`config.mk`:
```
export PLATFORM = sky130hd
export DESIGN_NAME = pattern_loop_mem
export DESIGN_NICKNAME = d
export VERILOG_FILES = /design/src/rtl/pm_pkg.sv /design/src/rtl/pm_sync.sv /design/src/rtl/pm_serial_loader.sv /design/src/rtl/pm_bank.sv /design/src/rtl/pm_playback_ctrl.sv /design/src/rtl/pattern_loop_mem.sv
export SDC_FILE = /design/constraint.sdc
export NUM_CORES = 2
export LEC_CHECK = 0
export BUFFER_PORTS_ARGS = -buffer_cell sky130_fd_sc_hd__buf_2
export CAP_MARGIN = 20
export CORE_ASPECT_RATIO = 1.5
export CORE_MARGIN = 5
export CORE_UTILIZATION = 60
export CTS_BUF_LIST = sky130_fd_sc_hd__clkbuf_16
export CTS_CLUSTER_DIAMETER = 80
export DETAILED_ROUTE_END_ITERATION = 16
export PLACE_DENSITY = 0.74
export SETUP_SLACK_MARGIN = 0.1
export SLEW_MARGIN = 10
export SYNTH_ARGS = -nofsm -noshare
export SYNTH_HDL_FRONTEND = slang
export SYNTH_SLANG_ARGS = --single-unit
```
`constraint.sdc`:
```
create_clock -name clk -period 18.3 [get_ports clk]
set_clock_uncertainty 0.2 [all_clocks]
set_input_delay 1.83 -clock clk [delete_from_list [all_inputs] [get_ports clk]]
set_output_delay 1.83 -clock clk [all_outputs]
set_load 0.005 [all_outputs]
```
`src/rtl/pm_pkg.sv`:
```
package pm_pkg;
    typedef enum logic [1:0] {
        ST_LOAD  = 2'd0,
        ST_PRIME = 2'd1,
        ST_PLAY  = 2'd2
    } pm_state_t;
endpackage

```
`src/rtl/pm_sync.sv`:
```
module pm_sync #(
    parameter int W = 1
) (
    input  logic         clk,
    input  logic         rst_n,
    input  logic [W-1:0] d,
    output logic [W-1:0] q
);
    logic [W-1:0] stage1;

    always_ff @(posedge clk or negedge rst_n) begin
        if (!rst_n) begin
            stage1 <= '0;
            q      <= '0;
        end else begin
            stage1 <= d;
            q      <= stage1;
        end
    end
endmodule

```
`src/rtl/pm_serial_loader.sv`:
```
module pm_serial_loader #(
    parameter int W      = 8,
    parameter int ADDR_W = 9
) (
    input  logic              clk,
    input  logic              rst_n,
    input  logic              load_en,
    input  logic              sclk,
    input  logic              sdat,
    input  logic              sframe,
    output logic              wr_en,
    output logic [ADDR_W-1:0] wr_addr,
    output logic [W-1:0]      wr_byte
);
    localparam int CNT_W = $clog2(W);
    localparam logic [CNT_W-1:0] LAST_BIT = CNT_W'(W - 1);

    logic              sclk_q;
    logic [W-2:0]      shreg;
    logic [CNT_W-1:0]  bitcnt;
    logic [ADDR_W-1:0] addr_ptr;
    logic              rise;
    logic              active;

    assign rise   = sclk & ~sclk_q;
    assign active = load_en & sframe;

    always_ff @(posedge clk or negedge rst_n) begin
        if (!rst_n) begin
            sclk_q   <= 1'b0;
            shreg    <= '0;
            bitcnt   <= '0;
            addr_ptr <= '0;
            wr_en    <= 1'b0;
            wr_addr  <= '0;
            wr_byte  <= '0;
        end else begin
            sclk_q <= sclk;
            wr_en  <= 1'b0;
            if (!active) begin
                bitcnt   <= '0;
                addr_ptr <= '0;
            end else if (rise) begin
                shreg <= {shreg[W-3:0], sdat};
                if (bitcnt == LAST_BIT) begin
                    bitcnt   <= '0;
                    wr_en    <= 1'b1;
                    wr_byte  <= {shreg, sdat};
                    wr_addr  <= addr_ptr;
                    addr_ptr <= addr_ptr + 1'b1;
                end else begin
                    bitcnt <= bitcnt + 1'b1;
                end
            end
        end
    end


    single_write_pulse_chk: assert property (@(posedge clk) disable iff (!rst_n)
        wr_en |=> !wr_en);


    frame_addr_reset_chk: assert property (@(posedge clk) disable iff (!rst_n)
        !sframe |=> (addr_ptr == '0));


    no_write_in_read_chk: assert property (@(posedge clk) disable iff (!rst_n)
        !load_en |=> !wr_en);
endmodule

```
`src/rtl/pm_bank.sv`:
```
module pm_bank #(
    parameter int W      = 8,
    parameter int ROWS   = 128,
    parameter int ROW_W  = 7
) (
    input  logic             clk,
    input  logic             we,
    input  logic [ROW_W-1:0] waddr,
    input  logic [W-1:0]     wdata,
    input  logic [ROW_W-1:0] raddr,
    output logic [W-1:0]     rdata
);
    logic [W-1:0] mem [ROWS];

    always_ff @(posedge clk) begin
        if (we) begin
            mem[waddr] <= wdata;
        end
        rdata <= mem[raddr];
    end
endmodule

```
`src/rtl/pm_playback_ctrl.sv`:
```
module pm_playback_ctrl
    import pm_pkg::*;
#(
    parameter int ROWS  = 128,
    parameter int ROW_W = 7
) (
    input  logic             clk,
    input  logic             rst_n,
    input  logic             mode_rd,
    output logic [ROW_W-1:0] rd_row,
    output logic             valid
);
    localparam logic [ROW_W-1:0] LAST_ROW = ROW_W'(ROWS - 1);

    pm_state_t state, state_nx;

    always_ff @(posedge clk or negedge rst_n) begin
        if (!rst_n) state <= ST_LOAD;
        else        state <= state_nx;
    end

    always_comb begin
        state_nx = state;
        unique case (state)
            ST_LOAD:  state_nx = mode_rd ? ST_PRIME : ST_LOAD;
            ST_PRIME: state_nx = mode_rd ? ST_PLAY  : ST_LOAD;
            ST_PLAY:  state_nx = mode_rd ? ST_PLAY  : ST_LOAD;
            default:  state_nx = ST_LOAD;
        endcase
    end

    always_ff @(posedge clk or negedge rst_n) begin
        if (!rst_n) begin
            rd_row <= '0;
            valid  <= 1'b0;
        end else begin
            valid <= (state_nx == ST_PLAY);
            if (state_nx == ST_PLAY) begin
                rd_row <= (rd_row == LAST_ROW) ? '0 : rd_row + 1'b1;
            end else begin
                rd_row <= '0;
            end
        end
    end


    stop_on_write_chk: assert property (@(posedge clk) disable iff (!rst_n)
        !mode_rd |=> !valid);


    start_after_prime_chk: assert property (@(posedge clk) disable iff (!rst_n)
        $rose(valid) |-> ($past(mode_rd, 1) && $past(mode_rd, 2)));


    row_advance_chk: assert property (@(posedge clk) disable iff (!rst_n)
        (valid && mode_rd) |=> (rd_row != $past(rd_row)));
endmodule

```
`src/rtl/pattern_loop_mem.sv`:
```
module pattern_loop_mem #(
    parameter int SAMPLE_W = 8,
    parameter int DEPTH    = 512,
    parameter int LANES    = 4
) (
    input  logic                      clk,
    input  logic                      rst_n,
    input  logic                      mode_rd,
    input  logic                      ser_clk,
    input  logic                      ser_dat,
    input  logic                      ser_frame,
    output logic                      lane_valid,
    output logic [LANES*SAMPLE_W-1:0] lane_data
);
    localparam int ROWS   = DEPTH / LANES;
    localparam int ROW_W  = $clog2(ROWS);
    localparam int ADDR_W = $clog2(DEPTH);
    localparam int SEL_W  = $clog2(LANES);

    logic [3:0] raw_in, sync_in;
    logic       s_mode, s_sclk, s_sdat, s_frame;

    assign raw_in = {mode_rd, ser_clk, ser_dat, ser_frame};
    assign {s_mode, s_sclk, s_sdat, s_frame} = sync_in;

    pm_sync #(.W(4)) u_sync (
        .clk(clk), .rst_n(rst_n), .d(raw_in), .q(sync_in)
    );

    logic                wr_en;
    logic [ADDR_W-1:0]   wr_addr;
    logic [SAMPLE_W-1:0] wr_byte;

    pm_serial_loader #(.W(SAMPLE_W), .ADDR_W(ADDR_W)) u_loader (
        .clk(clk), .rst_n(rst_n), .load_en(~s_mode),
        .sclk(s_sclk), .sdat(s_sdat), .sframe(s_frame),
        .wr_en(wr_en), .wr_addr(wr_addr), .wr_byte(wr_byte)
    );

    logic [ROW_W-1:0] rd_row;
    logic             play_valid;

    pm_playback_ctrl #(.ROWS(ROWS), .ROW_W(ROW_W)) u_ctrl (
        .clk(clk), .rst_n(rst_n), .mode_rd(s_mode),
        .rd_row(rd_row), .valid(play_valid)
    );

    logic [LANES*SAMPLE_W-1:0] row_word;

    for (genvar g = 0; g < LANES; g++) begin : g_lane
        pm_bank #(.W(SAMPLE_W), .ROWS(ROWS), .ROW_W(ROW_W)) u_bank (
            .clk(clk),
            .we(wr_en && (wr_addr[SEL_W-1:0] == SEL_W'(g))),
            .waddr(wr_addr[ADDR_W-1:SEL_W]),
            .wdata(wr_byte),
            .raddr(rd_row),
            .rdata(row_word[g*SAMPLE_W +: SAMPLE_W])
        );
    end

    assign lane_valid = play_valid;
    assign lane_data  = play_valid ? row_word : '0;


    idle_zero_chk: assert property (@(posedge clk) disable iff (!rst_n)
        !lane_valid |-> (lane_data == '0));
endmodule

```
**Yosys cells after proc, flatten, opt, wreduce, memory -nomap -nowiden**

Memories as Yosys holds them, arrays and structs flattened. A register that Yosys moved wholly into a read port is not among the register bits.
Index checks and enable logic that the tools add are counted.

- Logic and storage cells: 66
- Latch bits: 0
- Memory bits (read-only): 0
- Flip-flop bits (word level): 56
- Memories kept: 4
- Bits in writable memories: 4096

- Multiply operators: 0
- Shift operators: 0
- $add $sub $neg: 3
- Div/mod/pow operators: 0
- Mux-type cells: 23
- $lt $le $gt $ge: 0
- Reductions and logical operators: 10
- Equal/unequal tests: 10
- Bitwise logic cells: 4

Memory list:

| memory | depth | width | rd ports | clocked after memory_dff | wr ports | line | text |
|---|---|---|---|---|---|---|---|
| g_lane[0].u_bank.mem | 128 | 8 | 1 | 1 | 1 | pm_bank.sv:13 | `logic [W-1:0] mem [ROWS];` |
| g_lane[1].u_bank.mem | 128 | 8 | 1 | 1 | 1 | pm_bank.sv:13 |  |
| g_lane[2].u_bank.mem | 128 | 8 | 1 | 1 | 1 | pm_bank.sv:13 |  |
| g_lane[3].u_bank.mem | 128 | 8 | 1 | 1 | 1 | pm_bank.sv:13 |  |

Operator list:

| kind | count |
|---|---|
| $mux 32 | 1 |
| $mux 9 | 3 |
| $mux 7 | 2 |
| $mux 1 | 12 |
| $add 9x1->9 const B | 1 |
| $mux 3 | 3 |
| $eq 2x2->1 const B | 4 |
| $add 7x1->7 const B | 1 |
| $eq 7x7->1 const B | 1 |
| $eq 2x1->1 const B | 2 |
| $logic_and 1x1->1 | 4 |
| $logic_not 2->1 | 2 |
| $pmux 2 s2 | 1 |
| $reduce_and 2->1 | 2 |
| $add 3x1->3 const B | 1 |
| $eq 3x3->1 const B | 1 |
| $reduce_and 3->1 | 1 |
| $and 1x1->1 | 2 |
| $mux 2 | 1 |
| $ne 2x1->1 const B | 1 |
| $ne 2x2->1 const B | 1 |
| $not 1->1 | 2 |
| $reduce_or 2->1 | 1 |

**Depth between registers and ports, before layout**

- Word-level depth: 5
- Depth in mapped cells: 8

**Hierarchy**

A second synthesis with hierarchy kept.

- Cells, all modules: 6744
- Area, all modules: 161149.6 um2

By module, submodules not included:

| module | cells each | instances | area an instance (um2) |
|---|---|---|---|
| pm_bank | 1635 | 4 | 39665.5 |
| pm_serial_loader | 115 | 1 | 1550.2 |
| pm_playback_ctrl | 41 | 1 | 446.7 |
| pattern_loop_mem | 40 | 1 | 290.3 |
| pm_sync | 8 | 1 | 200.2 |

**Worst setup path before layout**

No wires, ideal clock.

- Path type: reg2reg
- From: reg u_loader.wr_byte[0]
- To: mem g_lane[0].u_bank.mem[0][0] (data pin)
- Required time: 16696 ps
- Stages on the path, launching flop included: 1
- Setup time: 1404 ps
- Clock period less this slack: 7666 ps
- Arrival time: 6062 ps
- Slack: 10634 ps
- Buffers on the path: 0
- Cells stage by stage: dfrtp_1

RTL lines:

| item | line | text |
|---|---|---|
| from (decl) | pm_serial_loader.sv:13 | `output logic [W-1:0] wr_byte` |
| from (signal assigned) | pm_serial_loader.sv:48 | `wr_byte <= {shreg, sdat};` |
| to (decl) | pm_bank.sv:13 |  |

Straight into the memory's write port.

==> results.md <==
* Distinct cell type count of the synthesized netlist at 35
* Post-synthesis net count at between 6000 and 7000
* Hold WC Path Type: reg2reg
* Count of mapped cells out of synthesis at around 6700
* Number of buffers on the longest clock path at 4
* Total of max-cap violations at 0
* Number of rows created at floorplan at 232
* Count of final max-slew check failures at between 100 and 150
* Grt total ovfl at 0
* Overall power after layout at roughly 18000 uW
* Worst hold path endpoint: u_sync.q[0]
* Leading cell type in the layout, fill and taps excluded: sky130_fd_sc_hd__edfxtp_1
* Sequential share of the synthesized area at between 70% and 80%
* Post-CTS setup buffer count at 0
* Final Cell Area at 177000 sq um
* CTS tree: built
* Post-detail-place hpwl at around 240000 um
* Effective utilization at floorplan at 60.3%
* Root buffer selected by CTS: sky130_fd_sc_hd__clkbuf_16
* Largest net degree at the start of global routing at ~260
* Drt initial violations at just under 10000
* Number of H-tree levels at 5
* DR vias/cell at 6.84
* Total standard cell area after synthesis at around 160000 sq um
* Kind of start point of the critical path: flip-flop
* Cell depth of the worst hold path at 0
* Slew at the pin closest to its max-slew limit at about 1.6 ns
* Required time of the critical path at between 15 and 20 ns
* Final hold violation count at 0
* RSZ-0062 raised after global routing: false
* Total clock buffers created by CTS at ~360
* Antenna violations before repair at 34
* DP Area at around 160000 sq um
* Violations in the final reports: max-slew violations
* Count of flip-flops with a built-in enable after synthesis at ~4100
* Status: finished with violations
* Total Die Area at 279000 sq um
* Core region area at between 200000 and 300000 sq um
* Share of final-layout standard cells stronger than drive strength 1 at between 20% and 30%
* Setup violation total in the final timing report at 0
* Commonest non-fill, non-tap cells in the layout: sky130_fd_sc_hd__edfxtp_1, sky130_fd_sc_hd__mux4_2, sky130_fd_sc_hd__nor2_1
* Clock Latency Late Sink at 0.89 ns
* Shortest period the worst path allows at between 6 and 7 ns
* Crit Path Class: reg2reg
* Flip-flop and latch count after synthesis at 4184
* Final RePlAce weighted congestion at 0.846
* Total of buffers placed on input and output ports at 38
* Post-CTS clock slew at the launch and capture registers of the worst setup and hold paths at ~0.070 ns
* Total Wirelength at between 300000 and 400000 um
* Leakage component of the power at about 0.046 uW
* Router iterations before antenna repair at 10
* Highest net fanout along the worst path at about 160
* Cell count of the worst reg-to-reg path at 8
* Number of remaining DRC errors at 0
* Launch instance of the worst min-delay path: u_sync.stage1[0]
* Ratio of final minimum period to clock period at between 30% and 40%
* Setup slack of the most critical reg-to-reg path at roughly 11 ns
* Total via count in the routed design at between 70000 and 80000
* Mean Syn Cell Area at approximately 24 sq um
* Synthesis-to-layout area growth at 9.97%
* Endpoint kind of the worst setup timing path: flip-flop
* Count of nets left with antenna violations after detail routing at 0
* Routed wire per std cell at approximately 37 um
* Synth Warn # at 0
* Primary FF master, synth: sky130_fd_sc_hd__edfxtp_1
* Via count of the first global-routing pass at roughly 76000
* Worst Path Arrival at roughly 7.4 ns
* Worst IR Drop VDD at ~0.000076 V
* Total power divided by cell area at ~100 nW/um^2
* Io pins at 39
* Clock Sink Count at around 4200
* First-pass GRT wire length at ~560000 um
* Hold buffer count at cts at 0
* Startpoint of the lowest-slack register-to-register path: u_ctrl.rd_row[2]
* Height of the chip at 644 um
* Cells resized by post-CTS repair at 0
* Total GRT Usage at roughly 29%
* Width of the chip at 433 um
* Final sum of negative setup slack at 0 ns
* Layout net count at 6920
* Reg-to-reg endpoint: g_lane[3].u_bank.rdata[2]
* Peak clock frequency supported by timing at roughly 150 MHz
* Share of synthesized flip-flops with an asynchronous set or reset at around 1.3%
* Worst max-slew margin expressed relative to the limit at -9.41%
worst max-delay path by stage:
stage                                 end  slack [ns]                start  depth (start not counted)
6_report        g_lane[3].u_bank.rdata[2]       11.49     u_ctrl.rd_row[2]                          8
2_1_floorplan  g_lane[0].u_bank.mem[0][0]       10.63  u_loader.wr_byte[0]                          0
4_1_cts         g_lane[3].u_bank.rdata[2]       11.50     u_ctrl.rd_row[2]                          8
3_5_place_dp    g_lane[3].u_bank.rdata[2]       11.54     u_ctrl.rd_row[2]                          8
5_1_grt         g_lane[3].u_bank.rdata[3]       11.29     u_ctrl.rd_row[2]                          8
3_3_place_gp    g_lane[3].u_bank.rdata[2]       11.60     u_ctrl.rd_row[2]                          8
cell type report:
type / instances / area [sq um]
Antenna cell: 73 / 183
Fill cell: 15900 / 89600
Timing Repair Buffer: 180 / 1540
Sequential cell: 4184 / 125000
Multi-Input combinational cell: 2176 / 34200
Clock buffer: 371 / 9280
Inverter: 4 / 15.0
Clock inverter: 281 / 2140
Tap cell: 3510 / 4390
worst max-delay path, cell delays in order, from the launching register on:
cell                      delay, ns
sky130_fd_sc_hd__dfrtp_4       1.13
sky130_fd_sc_hd__buf_12        0.46
sky130_fd_sc_hd__buf_4         0.67
sky130_fd_sc_hd__buf_4         0.89
sky130_fd_sc_hd__buf_4         0.97
sky130_fd_sc_hd__mux4_2        0.42
sky130_fd_sc_hd__mux4_2        0.53
sky130_fd_sc_hd__mux4_2        0.53
sky130_fd_sc_hd__mux2_2        0.29
state kept, by name, summed over array words and instances (netlist names):
register / flops
u_loader.wr_addr: 9
u_ctrl.rd_row: 7
u_loader.bitcnt: 3
u_loader.addr_ptr: 9
u_ctrl.state: 2
u_ctrl.valid: 1
g_lane.u_bank.rdata: 32
u_loader.sclk_q: 1
u_sync.q: 4
g_lane.u_bank.mem: 4096
u_loader.wr_byte: 8
u_sync.stage1: 4
u_loader.wr_en: 1
u_loader.shreg: 7
synth_stat cells (6+ instances only):
library cell               number  area, sq um
sky130_fd_sc_hd__clkbuf_1     232          871
sky130_fd_sc_hd__edfxtp_1    4096       123000
sky130_fd_sc_hd__dfxtp_1       32          641
sky130_fd_sc_hd__ha_1           6         75.1
sky130_fd_sc_hd__mux2_2        56          631
sky130_fd_sc_hd__nand2b_1       6         37.5
sky130_fd_sc_hd__nand2_1      135          507
sky130_fd_sc_hd__nor2_1       540         2030
sky130_fd_sc_hd__nor3_1         8         40.0
sky130_fd_sc_hd__xor2_1         9         78.8
sky130_fd_sc_hd__buf_1         45          169
sky130_fd_sc_hd__dfrtp_1       56         1400
sky130_fd_sc_hd__and2_1        35          219
sky130_fd_sc_hd__buf_2        101          505
sky130_fd_sc_hd__mux4_2      1344        30300
per-stage QoR:
step                      hold slack [ns]  cells  utilization (%)  setup slack, ns
after floorplan                     0.131   6747                -            10.63
after global placement              0.138  10000             61.8            11.60
after detailed placement            0.136  10000             61.9            11.54
after CTS                           0.151  10700             66.2            11.50
after global routing                0.167  10800             66.3            11.29
final                               0.149  10800             66.4            11.49
kinds of logic (layout without fill, tap and decap cells):
family          count (synthesis)  in the layout  share of synthesized area, %
buf+inv                       387            836                          1.01
xor+xnor                       12             12                        0.0654
flops                        4184           4184                          77.8
fa+ha+maj                       6              6                        0.0467
compound gates                  4              4                        0.0140
other cells                     0             73                             0
mux                          1403           1403                          19.2
simple gates                  751            751                          1.88
per-layer routing:
metal / wire length [um] / track usage, %
met5: 40 / 0.0698
met4: 23200 / 13.9
met3: 39400 / 6.52
met2: 203000 / 47.5
met1: 132000 / 36.5
power breakdown:
part | total (uW) | leakage, uW | switching, uW | internal (uW)
Sequential | 10400 | 0.0341 | 14.4 | 10400
Clock | 7510 | 0.00587 | 3370 | 4140
Combinational | 442 | 0.00650 | 237 | 206
Total | 18300 | 0.0464 | 3620 | 14700
(Power assumes the default switching activity.)
